**src/rtl/pwm_evgen_pkg.sv**
```systemverilog
package pwm_evgen_pkg;

  typedef enum logic [1:0] {
    MODE_UP  = 2'd0,
    MODE_DN  = 2'd1,
    MODE_UD  = 2'd2,
    MODE_RSV = 2'd3
  } cnt_mode_t;

  localparam int ADR_CTRL  = 0;
  localparam int ADR_PSC   = 1;
  localparam int ADR_PRD   = 2;
  localparam int ADR_CLR   = 3;
  localparam int ADR_ZPACT = 4;
  localparam int ADR_CMACT = 5;
  localparam int ADR_POL   = 6;
  localparam int ADR_MEN   = 7;
  localparam int ADR_MLVL  = 8;
  localparam int ADR_CMP0  = 9;

  // offset of the second code field inside an action word
  localparam int HI_FIELD  = 16;

  function automatic logic act_apply(input logic [1:0] code, input logic v);
    case (code)
      2'd1:    return 1'b0;
      2'd2:    return 1'b1;
      2'd3:    return ~v;
      default: return v;
    endcase
  endfunction

endpackage

```
**src/rtl/pwm_evgen_regs.sv**
```systemverilog
module pwm_evgen_regs
  import pwm_evgen_pkg::*;
#(
  parameter int NCH = 6,
  parameter int CW  = 16,
  parameter int PSW = 12,
  parameter int AW  = 4,
  parameter int DW  = 32
) (
  input  logic                     clk,
  input  logic                     rst,
  input  logic                     wr_en,
  input  logic [AW-1:0]            wr_addr,
  input  logic [DW-1:0]            wr_data,
  input  logic                     wrap_i,
  input  logic                     prd_evt_i,
  output cnt_mode_t                mode_o,
  output logic [PSW-1:0]           psc_o,
  output logic [CW-1:0]            prd_o,
  output logic [CW-1:0]            prd_eff_o,
  output logic [NCH-1:0][CW-1:0]   cmp_o,
  output logic [NCH-1:0][1:0]      zact_o,
  output logic [NCH-1:0][1:0]      pact_o,
  output logic [NCH-1:0][1:0]      uact_o,
  output logic [NCH-1:0][1:0]      dact_o,
  output logic [NCH-1:0]           pol_o,
  output logic [NCH-1:0]           men_o,
  output logic [NCH-1:0]           mlvl_o,
  output logic                     clr_o
);

  localparam int TOPBIT = HI_FIELD + 2*NCH;

  logic                   imm_q, ctr_q, ld;
  logic [CW-1:0]          prd_sh, prd_sh_nxt;
  logic [NCH-1:0][CW-1:0] cmp_sh, cmp_sh_nxt;
  logic                   unused_hi;

  assign unused_hi = ^wr_data[DW-1:TOPBIT];

  function automatic logic hit(input int a);
    return wr_en && (wr_addr == AW'(a));
  endfunction

  assign clr_o = hit(ADR_CLR);

  // load point: immediate, stopped counter, cycle start, or center when enabled
  assign ld = imm_q | (prd_o == '0) | wrap_i | (ctr_q & prd_evt_i);

  always_comb begin
    prd_sh_nxt = hit(ADR_PRD) ? wr_data[CW-1:0] : prd_sh;
    for (int n = 0; n < NCH; n++) begin
      cmp_sh_nxt[n] = hit(ADR_CMP0 + n) ? wr_data[CW-1:0] : cmp_sh[n];
    end
  end

  assign prd_eff_o = ld ? prd_sh_nxt : prd_o;

  always_ff @(posedge clk) begin
    if (rst) begin
      mode_o <= MODE_UP;
      imm_q  <= 1'b0;
      ctr_q  <= 1'b0;
      psc_o  <= PSW'(1);
      prd_sh <= '0;
      prd_o  <= '0;
      pol_o  <= '0;
      men_o  <= '0;
      mlvl_o <= '0;
    end else begin
      if (hit(ADR_CTRL)) begin
        mode_o <= cnt_mode_t'(wr_data[1:0]);
        imm_q  <= wr_data[2];
        ctr_q  <= wr_data[3];
      end
      if (hit(ADR_PSC))  psc_o  <= wr_data[PSW-1:0];
      if (hit(ADR_POL))  pol_o  <= wr_data[NCH-1:0];
      if (hit(ADR_MEN))  men_o  <= wr_data[NCH-1:0];
      if (hit(ADR_MLVL)) mlvl_o <= wr_data[NCH-1:0];
      prd_sh <= prd_sh_nxt;
      if (ld) prd_o <= prd_sh_nxt;
    end
  end

  for (genvar g = 0; g < NCH; g++) begin : g_ch
    always_ff @(posedge clk) begin
      if (rst) begin
        cmp_sh[g] <= '0;
        cmp_o[g]  <= '0;
        zact_o[g] <= 2'd0;
        pact_o[g] <= 2'd0;
        uact_o[g] <= 2'd0;
        dact_o[g] <= 2'd0;
      end else begin
        cmp_sh[g] <= cmp_sh_nxt[g];
        if (ld) cmp_o[g] <= cmp_sh_nxt[g];
        if (hit(ADR_ZPACT)) begin
          zact_o[g] <= wr_data[2*g +: 2];
          pact_o[g] <= wr_data[HI_FIELD + 2*g +: 2];
        end
        if (hit(ADR_CMACT)) begin
          uact_o[g] <= wr_data[2*g +: 2];
          dact_o[g] <= wr_data[HI_FIELD + 2*g +: 2];
        end
      end
    end
  end

  // working values move only at a load point
  p_work_hold_r6: assert property (@(posedge clk) disable iff (rst)
    !ld |=> ($stable(prd_o) && $stable(cmp_o)));

endmodule

```
**src/rtl/pwm_evgen_base.sv**
```systemverilog
module pwm_evgen_base
  import pwm_evgen_pkg::*;
#(
  parameter int CW  = 16,
  parameter int PSW = 12
) (
  input  logic            clk,
  input  logic            rst,
  input  cnt_mode_t       mode_i,
  input  logic [PSW-1:0]  psc_i,
  input  logic [CW-1:0]   prd_i,
  input  logic [CW-1:0]   prd_eff_i,
  input  logic            clr_i,
  output logic [CW-1:0]   cnt_o,
  output logic            run_o,
  output logic            wrap_o,
  output logic            zero_evt_o,
  output logic            prd_evt_o,
  output logic            up_ph_o,
  output logic            dn_ph_o
);

  logic [PSW-1:0] pre_q, psc_m1;
  logic           tick, dn_q, dn_n, wrap_c;
  logic [CW-1:0]  cnt_n;

  assign psc_m1 = (psc_i == '0) ? '0 : psc_i - 1'b1;
  assign tick   = (pre_q >= psc_m1);
  assign run_o  = tick && (prd_i != '0) && !clr_i;

  always_ff @(posedge clk) begin
    if (rst || clr_i) pre_q <= '0;
    else              pre_q <= tick ? '0 : pre_q + 1'b1;
  end

  // end of a counting cycle: the next state is the cycle's first value
  always_comb begin
    case (mode_i)
      MODE_DN: wrap_c = (cnt_o == '0);
      MODE_UD: wrap_c = dn_q ? (cnt_o <= CW'(1))
                             : ((cnt_o >= prd_i) && (prd_i == CW'(1)));
      default: wrap_c = (cnt_o >= prd_i);
    endcase
  end

  always_comb begin
    cnt_n = cnt_o;
    dn_n  = 1'b0;
    case (mode_i)
      MODE_DN: begin
        cnt_n = (cnt_o == '0) ? prd_eff_i : cnt_o - 1'b1;
      end
      MODE_UD: begin
        if (dn_q) begin
          cnt_n = (cnt_o <= CW'(1)) ? '0 : cnt_o - 1'b1;
          dn_n  = (cnt_o > CW'(1));
        end else if (cnt_o >= prd_i) begin
          cnt_n = prd_i - 1'b1;
          dn_n  = (prd_i != CW'(1));
        end else begin
          cnt_n = cnt_o + 1'b1;
        end
      end
      default: begin
        cnt_n = (cnt_o >= prd_i) ? '0 : cnt_o + 1'b1;
      end
    endcase
  end

  always_ff @(posedge clk) begin
    if (rst || clr_i) begin
      cnt_o <= '0;
      dn_q  <= 1'b0;
    end else if (run_o) begin
      cnt_o <= cnt_n;
      dn_q  <= dn_n;
    end
  end

  assign wrap_o     = run_o && wrap_c;
  assign zero_evt_o = run_o && (cnt_o == '0);
  assign prd_evt_o  = run_o && (cnt_o == prd_i);
  assign up_ph_o    = (mode_i == MODE_DN) ? 1'b0 : !((mode_i == MODE_UD) && dn_q);
  assign dn_ph_o    = (mode_i == MODE_DN) ? 1'b1 : ((mode_i == MODE_UD) && dn_q);

  p_stop_hold_r2: assert property (@(posedge clk) disable iff (rst)
    (prd_i == '0 && !clr_i) |=> $stable(cnt_o));

  p_clear_zero_r12: assert property (@(posedge clk) disable iff (rst)
    clr_i |=> (cnt_o == '0));

  p_down_nonzero_r3: assert property (@(posedge clk) disable iff (rst)
    dn_q |-> (cnt_o != '0));

  p_tick_gap_r9: assert property (@(posedge clk) disable iff (rst)
    (tick && psc_m1 != '0 && !clr_i) |=> (!tick || psc_m1 == '0));

endmodule

```
**src/rtl/pwm_evgen_chan.sv**
```systemverilog
module pwm_evgen_chan
  import pwm_evgen_pkg::*;
#(
  parameter int CW = 16
) (
  input  logic           clk,
  input  logic           rst,
  input  logic           run_i,
  input  logic           zero_evt_i,
  input  logic           prd_evt_i,
  input  logic           up_ph_i,
  input  logic           dn_ph_i,
  input  logic [CW-1:0]  cnt_i,
  input  logic [CW-1:0]  cmp_i,
  input  logic [1:0]     zact_i,
  input  logic [1:0]     pact_i,
  input  logic [1:0]     uact_i,
  input  logic [1:0]     dact_i,
  input  logic           pol_i,
  input  logic           men_i,
  input  logic           mlvl_i,
  output logic           pwm_o
);

  logic wave_q, wave_n, cmp_hit;

  assign cmp_hit = run_i && (cnt_i == cmp_i);

  // zero/period action first, compare action applied on top of it
  always_comb begin
    wave_n = wave_q;
    if (zero_evt_i)         wave_n = act_apply(zact_i, wave_n);
    if (prd_evt_i)          wave_n = act_apply(pact_i, wave_n);
    if (cmp_hit && up_ph_i) wave_n = act_apply(uact_i, wave_n);
    if (cmp_hit && dn_ph_i) wave_n = act_apply(dact_i, wave_n);
  end

  always_ff @(posedge clk) begin
    if (rst) begin
      wave_q <= 1'b0;
      pwm_o  <= 1'b0;
    end else begin
      wave_q <= wave_n;
      pwm_o  <= men_i ? mlvl_i : (wave_n ^ pol_i);
    end
  end

  p_quiet_hold_r4: assert property (@(posedge clk) disable iff (rst)
    !(zero_evt_i || prd_evt_i || cmp_hit) |=> $stable(wave_q));

  p_low_code_r4: assert property (@(posedge clk) disable iff (rst)
    (zero_evt_i && zact_i == 2'd1 && !prd_evt_i && !cmp_hit) |=> !wave_q);

  p_mask_level_r11: assert property (@(posedge clk) disable iff (rst)
    men_i |=> (pwm_o == $past(mlvl_i)));

endmodule

```
**src/rtl/pwm_evgen.sv**
```systemverilog
module pwm_evgen
  import pwm_evgen_pkg::*;
#(
  parameter int NCH = 6,
  parameter int CW  = 16,
  parameter int PSW = 12,
  parameter int AW  = 4,
  parameter int DW  = 32
) (
  input  logic           clk,
  input  logic           rst,
  input  logic           wr_en,
  input  logic [AW-1:0]  wr_addr,
  input  logic [DW-1:0]  wr_data,
  output logic [NCH-1:0] pwm_o
);

  cnt_mode_t              mode;
  logic [PSW-1:0]         psc;
  logic [CW-1:0]          prd, prd_eff, cnt;
  logic [NCH-1:0][CW-1:0] cmp;
  logic [NCH-1:0][1:0]    zact, pact, uact, dact;
  logic [NCH-1:0]         pol, men, mlvl;
  logic                   clr, run, wrap, zero_evt, prd_evt, up_ph, dn_ph;

  pwm_evgen_regs #(.NCH(NCH), .CW(CW), .PSW(PSW), .AW(AW), .DW(DW)) u_regs (
    .clk(clk), .rst(rst), .wr_en(wr_en), .wr_addr(wr_addr), .wr_data(wr_data),
    .wrap_i(wrap), .prd_evt_i(prd_evt), .mode_o(mode), .psc_o(psc),
    .prd_o(prd), .prd_eff_o(prd_eff), .cmp_o(cmp), .zact_o(zact),
    .pact_o(pact), .uact_o(uact), .dact_o(dact), .pol_o(pol),
    .men_o(men), .mlvl_o(mlvl), .clr_o(clr)
  );

  pwm_evgen_base #(.CW(CW), .PSW(PSW)) u_base (
    .clk(clk), .rst(rst), .mode_i(mode), .psc_i(psc), .prd_i(prd),
    .prd_eff_i(prd_eff), .clr_i(clr), .cnt_o(cnt), .run_o(run),
    .wrap_o(wrap), .zero_evt_o(zero_evt), .prd_evt_o(prd_evt),
    .up_ph_o(up_ph), .dn_ph_o(dn_ph)
  );

  for (genvar g = 0; g < NCH; g++) begin : g_chan
    pwm_evgen_chan #(.CW(CW)) u_chan (
      .clk(clk), .rst(rst), .run_i(run), .zero_evt_i(zero_evt),
      .prd_evt_i(prd_evt), .up_ph_i(up_ph), .dn_ph_i(dn_ph),
      .cnt_i(cnt), .cmp_i(cmp[g]), .zact_i(zact[g]), .pact_i(pact[g]),
      .uact_i(uact[g]), .dact_i(dact[g]), .pol_i(pol[g]), .men_i(men[g]),
      .mlvl_i(mlvl[g]), .pwm_o(pwm_o[g])
    );
  end

endmodule

```
**config.mk**
```make
export PLATFORM = sky130hd
export DESIGN_NAME = pwm_evgen
export DESIGN_NICKNAME = d
export VERILOG_FILES = /design/src/rtl/pwm_evgen_pkg.sv /design/src/rtl/pwm_evgen_regs.sv /design/src/rtl/pwm_evgen_base.sv /design/src/rtl/pwm_evgen_chan.sv /design/src/rtl/pwm_evgen.sv
export SDC_FILE = /design/constraint.sdc
export NUM_CORES = 1
export LEC_CHECK = 0
export ABC_AREA = 1
export CAP_MARGIN = 20
export CORE_MARGIN = 4
export CORE_UTILIZATION = 45
export CTS_CLUSTER_SIZE = 24
export DETAILED_ROUTE_END_ITERATION = 6
export DONT_BUFFER_PORTS = 1
export RECOVER_POWER = 25
export SYNTH_ARGS = -nofsm -noshare
export SYNTH_HDL_FRONTEND = slang
export SYNTH_SLANG_ARGS = --single-unit
export TNS_END_PERCENT = 10
```
**constraint.sdc**
```tcl
create_clock -name clk -period 4.3 [get_ports clk]
set_input_delay 1.29 -clock clk [delete_from_list [all_inputs] [get_ports clk]]
set_output_delay 1.29 -clock clk [all_outputs]
set_load 0.01 [all_outputs]
```
==> insert_results.sql, run 1 <==
INSERT INTO impl_metrics (metric_group, metric, value, unit) VALUES
('run_status', 'status', 'complete, but fails checks', ''),
('run_status', 'violations_in_the_final_reports', 'max-capacitance violations, max-slew violations', ''),
('worst_setup_path', 'critical_path.max_fanout', '38', ''),
('synthesis', 'synth_fp_nets', '2514', ''),
('synthesis', 'postSynth.asyncResetShare', '0', ''),
('clock_tree', 'library_cell_used_as_clock_root_buffer', 'clkbuf_16', ''),
('flow_run', 'drv.max_cap_violation_count', '1', ''),
('synthesis', 'syn-instance-count', '2436', ''),
('floorplanning', 'die_ht', '205', 'µm'),
('worst_setup_path', 'timing.reg2reg.worst_path_depth', '19', ''),
('timing', 'fin_crit_sh', '0.917', ''),
('grt', 'grt_total_usage', '0.228', ''),
('grt', 'grt_pass1_wl', '77.4', 'mm'),
('timing', 'slew_hr', '-0.157', ''),
('final_layout', 'final_layout_size_suffix_gt1_frac', '0.0959', ''),
('placement', 'io_buffers', '0', ''),
('clock_tree', 'numCtsBuffers', '38', ''),
('clock_tree', 'clock_sinks', '347', ''),
('min_path', 'timing.hold.worst.class', 'flop to flop', ''),
('detailed_routing', 'detail_route.first_pass.iterations', '5', ''),
('synthesis', 'synth.cell_area', '17500', 'µm²'),
('detailed_routing', 'route.detailed.wl_per_inst', '16.7', 'µm'),
('floorplanning', 'top_level_ports', '45', ''),
('floorplanning', 'x_dimension_of_the_die', '205', 'µm'),
('worst_setup_path', 'cp_slowest_stage_delay', '350', 'ps'),
('detailed_routing', 'drt-initial-drc-count', '1318', ''),
('worst_setup_path', 'critPathLaunchType', 'flop', ''),
('worst_setup_path', 'slowest_stage', 'nand3_4', ''),
('placement', 'gp_routability_congestion', '0.887', ''),
('power_and_ir_drop', 'powerDensity', '559', 'nW/µm²'),
('grt', 'grt_antenna_before_repair', '0', ''),
('synthesis', 'yosys_most_used_dff', 'dfxtp_1', ''),
('timing', 'hold_violations', '0', ''),
('final_layout', 'num_antenna_cells', '0', ''),
('worst_setup_path', 'timing_worst_setup_path_type', 'flop to flop', ''),
('synthesis', 'synth-edff-count', '0', ''),
('placement', 'detailed_place_hpwl', '32.5', 'mm'),
('clock_tree', 'worst_setup_hold_path_clk_slew', '60', 'ps'),
('placement', 'detailedPlace.worstSlack', '181', 'ps'),
('timing', 'setup-violations-final', '0', ''),
('worst_setup_path', 'timing.critical_path.required', '4810', 'ps'),
('detailed_routing', 'postRouteWirelength', '48.8', 'mm'),
('placement', 'place_area', '17800', 'µm²'),
('power_and_ir_drop', 'irDropWorstVdd', '0.282', 'mV'),
('final_layout', 'fin_area', '19100', 'µm²'),
('detailed_routing', 'route.antenna.remaining_nets', '0', ''),
('floorplanning', 'start_util', '0.455', ''),
('grt', 'largest_net_degree_at_the_start_of_global_routing', '191', ''),
('timing', 'clock_skew', '25.2', 'ps'),
('detailed_routing', 'via_per_inst', '5.26', ''),
('timing', 'tightest_slew', '1740', 'ps'),
('synthesis', 'synthesis.yosys.warnings', '0', ''),
('worst_setup_path', 'worst-endpoint-arrival', '4450', 'ps'),
('timing', 'period_minus_slack', '3940', 'ps'),
('synthesis', 'synth.top_cells.by_area', 'dfxtp_1 40%, nor2_1 8.6%, nand2_1 8.5%, a21oi_1 6.6%, o21ai_0 5.4%', ''),
('synthesis', 'synthTopCellsByCount', '403 x nor2_1, 397 x nand2_1, 347 x dfxtp_1, 232 x a21oi_1, 188 x o21ai_0', ''),
('grt', 'grt_pass1_vias', '14400', ''),
('synthesis', 'most_instantiated_library_cell_after_synthesis', 'nor2_1', ''),
('floorplanning', 'die_area', '42200', 'µm²'),
('power_and_ir_drop', 'leakage', '7.88', 'nW'),
('synthesis', 'post_synth_num_cell_types', '45', ''),
('clock_tree', 'cts-root-to-sink-buffers', '3', ''),
('timing', 'rsz0062_at_grt', 'yes', ''),
('synthesis', 'synth.ff_latch_count', '347', ''),
('synthesis', 'area_share_of_the_leading_cell_type_in_the_synthesized_netlist', '0.396', ''),
('power_and_ir_drop', 'p_total', '0.0107', 'W'),
('clock_tree', 'clock_insertion_delay_at_the_later_pin_of_the_skew_report', '580', 'ps'),
('final_layout', 'nNetsFinal', '2448', ''),
('timing', 'timing_max_transition_violations_final', '33', ''),
('clock_tree', 'h_tree_lvls', '2', ''),
('clock_tree', 'cts_tree', 'yes', '');
[metrics by stage]
step	std cells	setup TNS, ps
floorplan	2436	0
global placement	2842	0
detailed placement	2842	0
CTS	2911	0
global route	2917	-8.59
finish	2917	0
[critical path: cells and delay by family (launching register included)]
| kind | cells | cell delay, ps |
|---|---|---|
| compound gates | 2 | 260 |
| flops | 1 | 330 |
| simple gates | 10 | 1900 |
| buf+inv | 5 | 840 |
| fa+ha+maj | 2 | 540 |
[state kept, by name, summed over array words and instances (netlist names), 16 cells and up]
name and count:
u_base.cnt_o 16, u_regs.prd_o 16, u_regs.prd_sh 16, u_regs.cmp_sh 96, u_regs.cmp_o 96
[power breakdown]
group	internal (W)	switching (W)	total [W]
clock network	0.00195	0.00138	0.00334
logic	0.00116	0.00234	0.00350
registers	0.00359	0.000256	0.00385
[cells in the final DEF, fill, tap and decap left out, types with 15 or more instances in the layout]
master,n
nand3_1,159
o21ai_1,32
clkbuf_1,18
dfxtp_1,347
clkbuf_16,38
a21oi_1,232
nand2_1,397
nand4_1,31
xor2_1,29
ha_1,39
o21ai_0,188
xnor2_1,72
or2_2,26
inv_1,171
a211oi_2,54
buf_4,29
nor2_1,398
nor3_1,15
[kinds of logic (layout without fill, tap and decap cells)]
kind of cell / after synthesis / after routing / share of synthesized area
XOR/XNOR: 101 / 101 / 0.0504
AND/OR/NAND/NOR: 1069 / 1071 / 0.260
flip-flops: 347 / 347 / 0.396
buffers and inverters: 338 / 299 / 0.0824
AO/OA/AOI/OAI: 542 / 542 / 0.184
adder cells (fa/ha/maj): 39 / 39 / 0.0278
[final timing paths]
check,slack (ps),endpoint,start
setup / recovery,360,u_regs.cmp_o[50]$_SDFFE_PP0N_,u_regs.psc_o[0]$_SDFFE_PP1P_
hold / removal,450,u_regs.imm_q$_SDFFE_PP0P_,u_regs.imm_q$_SDFFE_PP0P_
setup reg to reg,360,u_regs.cmp_o[50]$_SDFFE_PP0N_,u_regs.psc_o[0]$_SDFFE_PP1P_
hold reg to reg,450,u_regs.imm_q$_SDFFE_PP0P_,u_regs.imm_q$_SDFFE_PP0P_
[what timing repair did]
item	in CTS	in global routing
buffers inserted	0	3
resized for setup	0	3
hold endpoints to repair	0	0
endpoints found under the setup margin	0	94
[cell type report]
cell class                 count  area, µm²  share of cell area
tap                          518        648              0.0339
multi-input combinational   1753       9190               0.481
sequential                   347       6950               0.363
clock inverter                14        195              0.0102
clock buffer                  55       1080              0.0567
timing repair buffer          42        355              0.0186
inverter                     188        707              0.0370
[per-layer routing]
metal | share of wire | routed length [µm] | global-route usage
met5 | 0 | 0 | 0
met4 | 0.028 | 1340 | 0.0715
met3 | 0.051 | 2490 | 0.0328
met2 | 0.45 | 22100 | 0.369
met1 | 0.47 | 22900 | 0.315
Note: power is estimated with default switching activity, not from simulation.
==> run 2: changes to the inputs <==
- clock period: 4.3 -> 3.94 ns (I/O delays scaled with it)
==> run 2 against run 1 <==
The flow still finishes with violations (max-capacitance violations, max-slew violations). Sequential cell count stayed put. Routed wire length is 1.2% lower. Combinational power is 8.9% higher. Cell count is 0.31% higher. Setup slack worse by 38 ps. Sequential power is 8.8% higher. Largest cell class unchanged. Largest power group unchanged. Highest routed layer unchanged.
==> insert_results.sql, run 2 (same netlist as run 1, synthesis figures left out) <==
INSERT INTO impl_metrics (metric_group, metric, value, unit) VALUES
('worst_setup_path', 'timing.reg2reg.worst_path_depth', '18', ''),
('detailed_routing', 'drt-initial-drc-count', '1243', ''),
('clock_tree', 'cts_tree', 'yes', ''),
('placement', 'io_buffers', '0', ''),
('timing', 'fin_crit_sh', '0.919', ''),
('final_layout', 'nNetsFinal', '2457', ''),
('timing', 'slew_hr', '-0.0710', ''),
('worst_setup_path', 'critical_path.endpoint_type', 'flop', ''),
('timing', 'max_freq', '276', 'MHz'),
('clock_tree', 'clock_sinks', '347', ''),
('min_path', 'min_from', 'u_regs.imm_q$_SDFFE_PP0P_', ''),
('final_layout', 'fin_area', '19100', 'µm²'),
('timing', 'rsz0062_at_grt', 'yes', ''),
('floorplanning', 'x_dimension_of_the_die', '205', 'µm'),
('timing', 'hold_slack', '456', 'ps'),
('min_path', 'timing.hold.worst.class', 'flop to flop', ''),
('power_and_ir_drop', 'power.share.sequential', '0.364', ''),
('timing', 'setup-violations-final', '0', ''),
('final_layout', 'top_regs', 'u_regs.cmp_o (96), u_regs.cmp_sh (96)', ''),
('worst_setup_path', 'rr_startpoint', 'u_regs.psc_o[0]$_SDFFE_PP1P_', ''),
('run_status', 'status', 'complete, but fails checks', ''),
('floorplanning', 'std_cell_rows', '72', ''),
('clock_tree', 'numCtsBuffers', '39', ''),
('power_and_ir_drop', 'power.switching_fraction', '0.372', ''),
('grt', 'grt_antenna_before_repair', '0', ''),
('final_layout', 'syn_to_final_growth', '9.11', '%'),
('worst_setup_path', 'critical_path.max_fanout', '54', ''),
('detailed_routing', 'postRouteWirelength', '48.2', 'mm'),
('grt', 'largest_net_degree_at_the_start_of_global_routing', '191', ''),
('worst_setup_path', 'timing.critical_path.required', '4390', 'ps'),
('timing', 'final.setup.tns', '0', 'ps'),
('final_layout', 'layout.cells.most_common', 'nor2_1', ''),
('clock_tree', 'worst_setup_hold_path_clk_slew', '60', 'ps'),
('timing', 'period_minus_slack', '3620', 'ps'),
('final_layout', 'num_antenna_cells', '0', ''),
('floorplanning', 'coreArea', '38600', 'µm²'),
('grt', 'grt_total_usage', '0.224', ''),
('detailed_routing', 'vias', '15400', ''),
('grt', 'grt_pass1_vias', '14500', ''),
('placement', 'gp_routability_congestion', '0.881', ''),
('clock_tree', 'cts-root-to-sink-buffers', '3', ''),
('detailed_routing', 'route.detailed.wl_per_inst', '16.5', 'µm'),
('timing', 'clock_skew', '20.6', 'ps'),
('power_and_ir_drop', 'leakage', '7.91', 'nW'),
('power_and_ir_drop', 'combPwrFrac', '0.331', ''),
('timing', 'timing_max_transition_violations_final', '66', ''),
('power_and_ir_drop', 'power.clock.fraction', '0.306', ''),
('floorplanning', 'top_level_ports', '45', ''),
('worst_setup_path', 'reg2reg_setup_slack', '320', 'ps'),
('floorplanning', 'die_ht', '205', 'µm'),
('detailed_routing', 'detail_route.first_pass.iterations', '6', ''),
('worst_setup_path', 'timing_worst_setup_path_type', 'flop to flop', ''),
('detailed_routing', 'via_per_inst', '5.28', ''),
('flow_run', 'drv.max_cap_violation_count', '3', ''),
('placement', 'place_area', '17800', 'µm²'),
('clock_tree', 'clock_insertion_delay_at_the_later_pin_of_the_skew_report', '540', 'ps'),
('placement', 'detailed_place_hpwl', '32.5', 'mm'),
('worst_setup_path', 'worst-endpoint-arrival', '4080', 'ps'),
('clock_tree', 'h_tree_lvls', '2', ''),
('worst_setup_path', 'crit-reg2reg-capture', 'u_regs.cmp_o[39]$_SDFFE_PP0N_', ''),
('final_layout', 'layout.core_utilization', '0.496', ''),
('clock_tree', 'library_cell_used_as_clock_root_buffer', 'clkbuf_16', ''),
('timing', 'hold_violations', '0', ''),
('detailed_routing', 'route.antenna.remaining_nets', '0', ''),
('floorplanning', 'die_area', '42200', 'µm²'),
('min_path', 'timing.hold.worst_path_depth', '2', ''),
('run_status', 'violations_in_the_final_reports', 'max-capacitance violations, max-slew violations', ''),
('power_and_ir_drop', 'power.internal', '0.00724', 'W'),
('power_and_ir_drop', 'total_switching_power', '0.00428', 'W'),
('worst_setup_path', 'critPathLaunchType', 'flop', ''),
('grt', 'grt_pass1_wl', '76.4', 'mm'),
('power_and_ir_drop', 'powerDensity', '602', 'nW/µm²'),
('clock_tree', 'cts.hold.buffers_added', '0', ''),
('floorplanning', 'start_util', '0.455', ''),
('detailed_routing', 'drc_errors', '0', ''),
('min_path', 'hold_end', 'u_regs.imm_q$_SDFFE_PP0P_', ''),
('power_and_ir_drop', 'irDropWorstVdd', '0.340', 'mV'),
('final_layout', 'mostFrequentLayoutCells', '398 x nor2_1, 397 x nand2_1, 347 x dfxtp_1, 232 x a21oi_1, 188 x o21ai_0', ''),
('final_layout', 'final_layout_size_suffix_gt1_frac', '0.100', ''),
('timing', 'tightest_slew', '1610', 'ps'),
('grt', 'grt.overflow.total', '0', '');
-- run 2: final cells by class --
type / count / area (µm²)
timing repair buffer: 50 / 407
fill: 3883 / 19400
clock buffer: 54 / 1110
clock inverter: 16 / 125
multi-input combinational: 1753 / 9190
tap: 518 / 648
sequential: 347 / 6950
inverter: 188 / 707
-- run 2: how the worst max path moves through the flow --
stage	endpoint	start	slack (ps)	cells past startpoint
2_1_floorplan	u_base.cnt_o[15]$_SDFFE_PP0N_	u_regs.psc_o[0]$_SDFFE_PP1P_	930	20
3_5_place_dp	u_regs.cmp_o[29]$_SDFFE_PP0N_	u_regs.psc_o[0]$_SDFFE_PP1P_	60	18
5_1_grt	u_base.cnt_o[7]$_SDFFE_PP0N_	u_regs.psc_o[4]$_SDFFE_PP0P_	-2	23
6_report	u_regs.cmp_o[39]$_SDFFE_PP0N_	u_regs.psc_o[0]$_SDFFE_PP1P_	320	18
3_3_place_gp	u_regs.cmp_o[61]$_SDFFE_PP0N_	u_regs.psc_o[0]$_SDFFE_PP1P_	130	18
4_1_cts	u_regs.cmp_o[39]$_SDFFE_PP0N_	u_regs.psc_o[0]$_SDFFE_PP1P_	7	18
-- run 2: metal layers --
layer	routed length, µm	share of wire	GRT usage	up-vias
li1	-	-	-	7858
met1	22400	0.46	0.308	7143
met2	21900	0.45	0.372	356
met3	2690	0.056	0.0279	84
met4	1250	0.026	0.0658	0
met5	0	0	0	-
-- run 2: per-stage QoR --
step	setup WS [ps]	total power, W	std cells
final	318	0.0115	2926
after global routing	-1.57	0.0122	2926
after floorplan	935	0.00711	2436
after detailed placement	55.7	0.00794	2849
after global placement	130	0.00789	2849
after CTS	6.70	0.0115	2919
-- run 2: critical path, cell delays in order, from the launching register on --
cell	delay [ps]
dfxtp_1	330
inv_1	80
ha_1	220
nor3b_1	140
and2_1	200
inv_2	140
nand3_1	100
ha_1	320
nand2_1	70
nor2_1	150
nand3_1	90
nand4_1	210
nand2_1	110
inv_1	270
nand3_4	270
nand2_8	240
buf_12	280
nor2_1	100
a211oi_2	180
-- run 2: what timing repair did --
item	4_1_cts	5_1_grt
setup buffers	0	4
setup endpoints to repair	0	107
gates resized for setup	0	2
-- run 2: power groups by stage --
stage / combinational, W / clock, W / sequential, W
final: 0.00381 / 0.00352 / 0.00419
after CTS: 0.00371 / 0.00360 / 0.00419
after floorplan: 0.00291 / 0 / 0.00420
after global placement: 0.00364 / 0 / 0.00425
after detailed placement: 0.00368 / 0 / 0.00426
after global routing: 0.00422 / 0.00373 / 0.00424
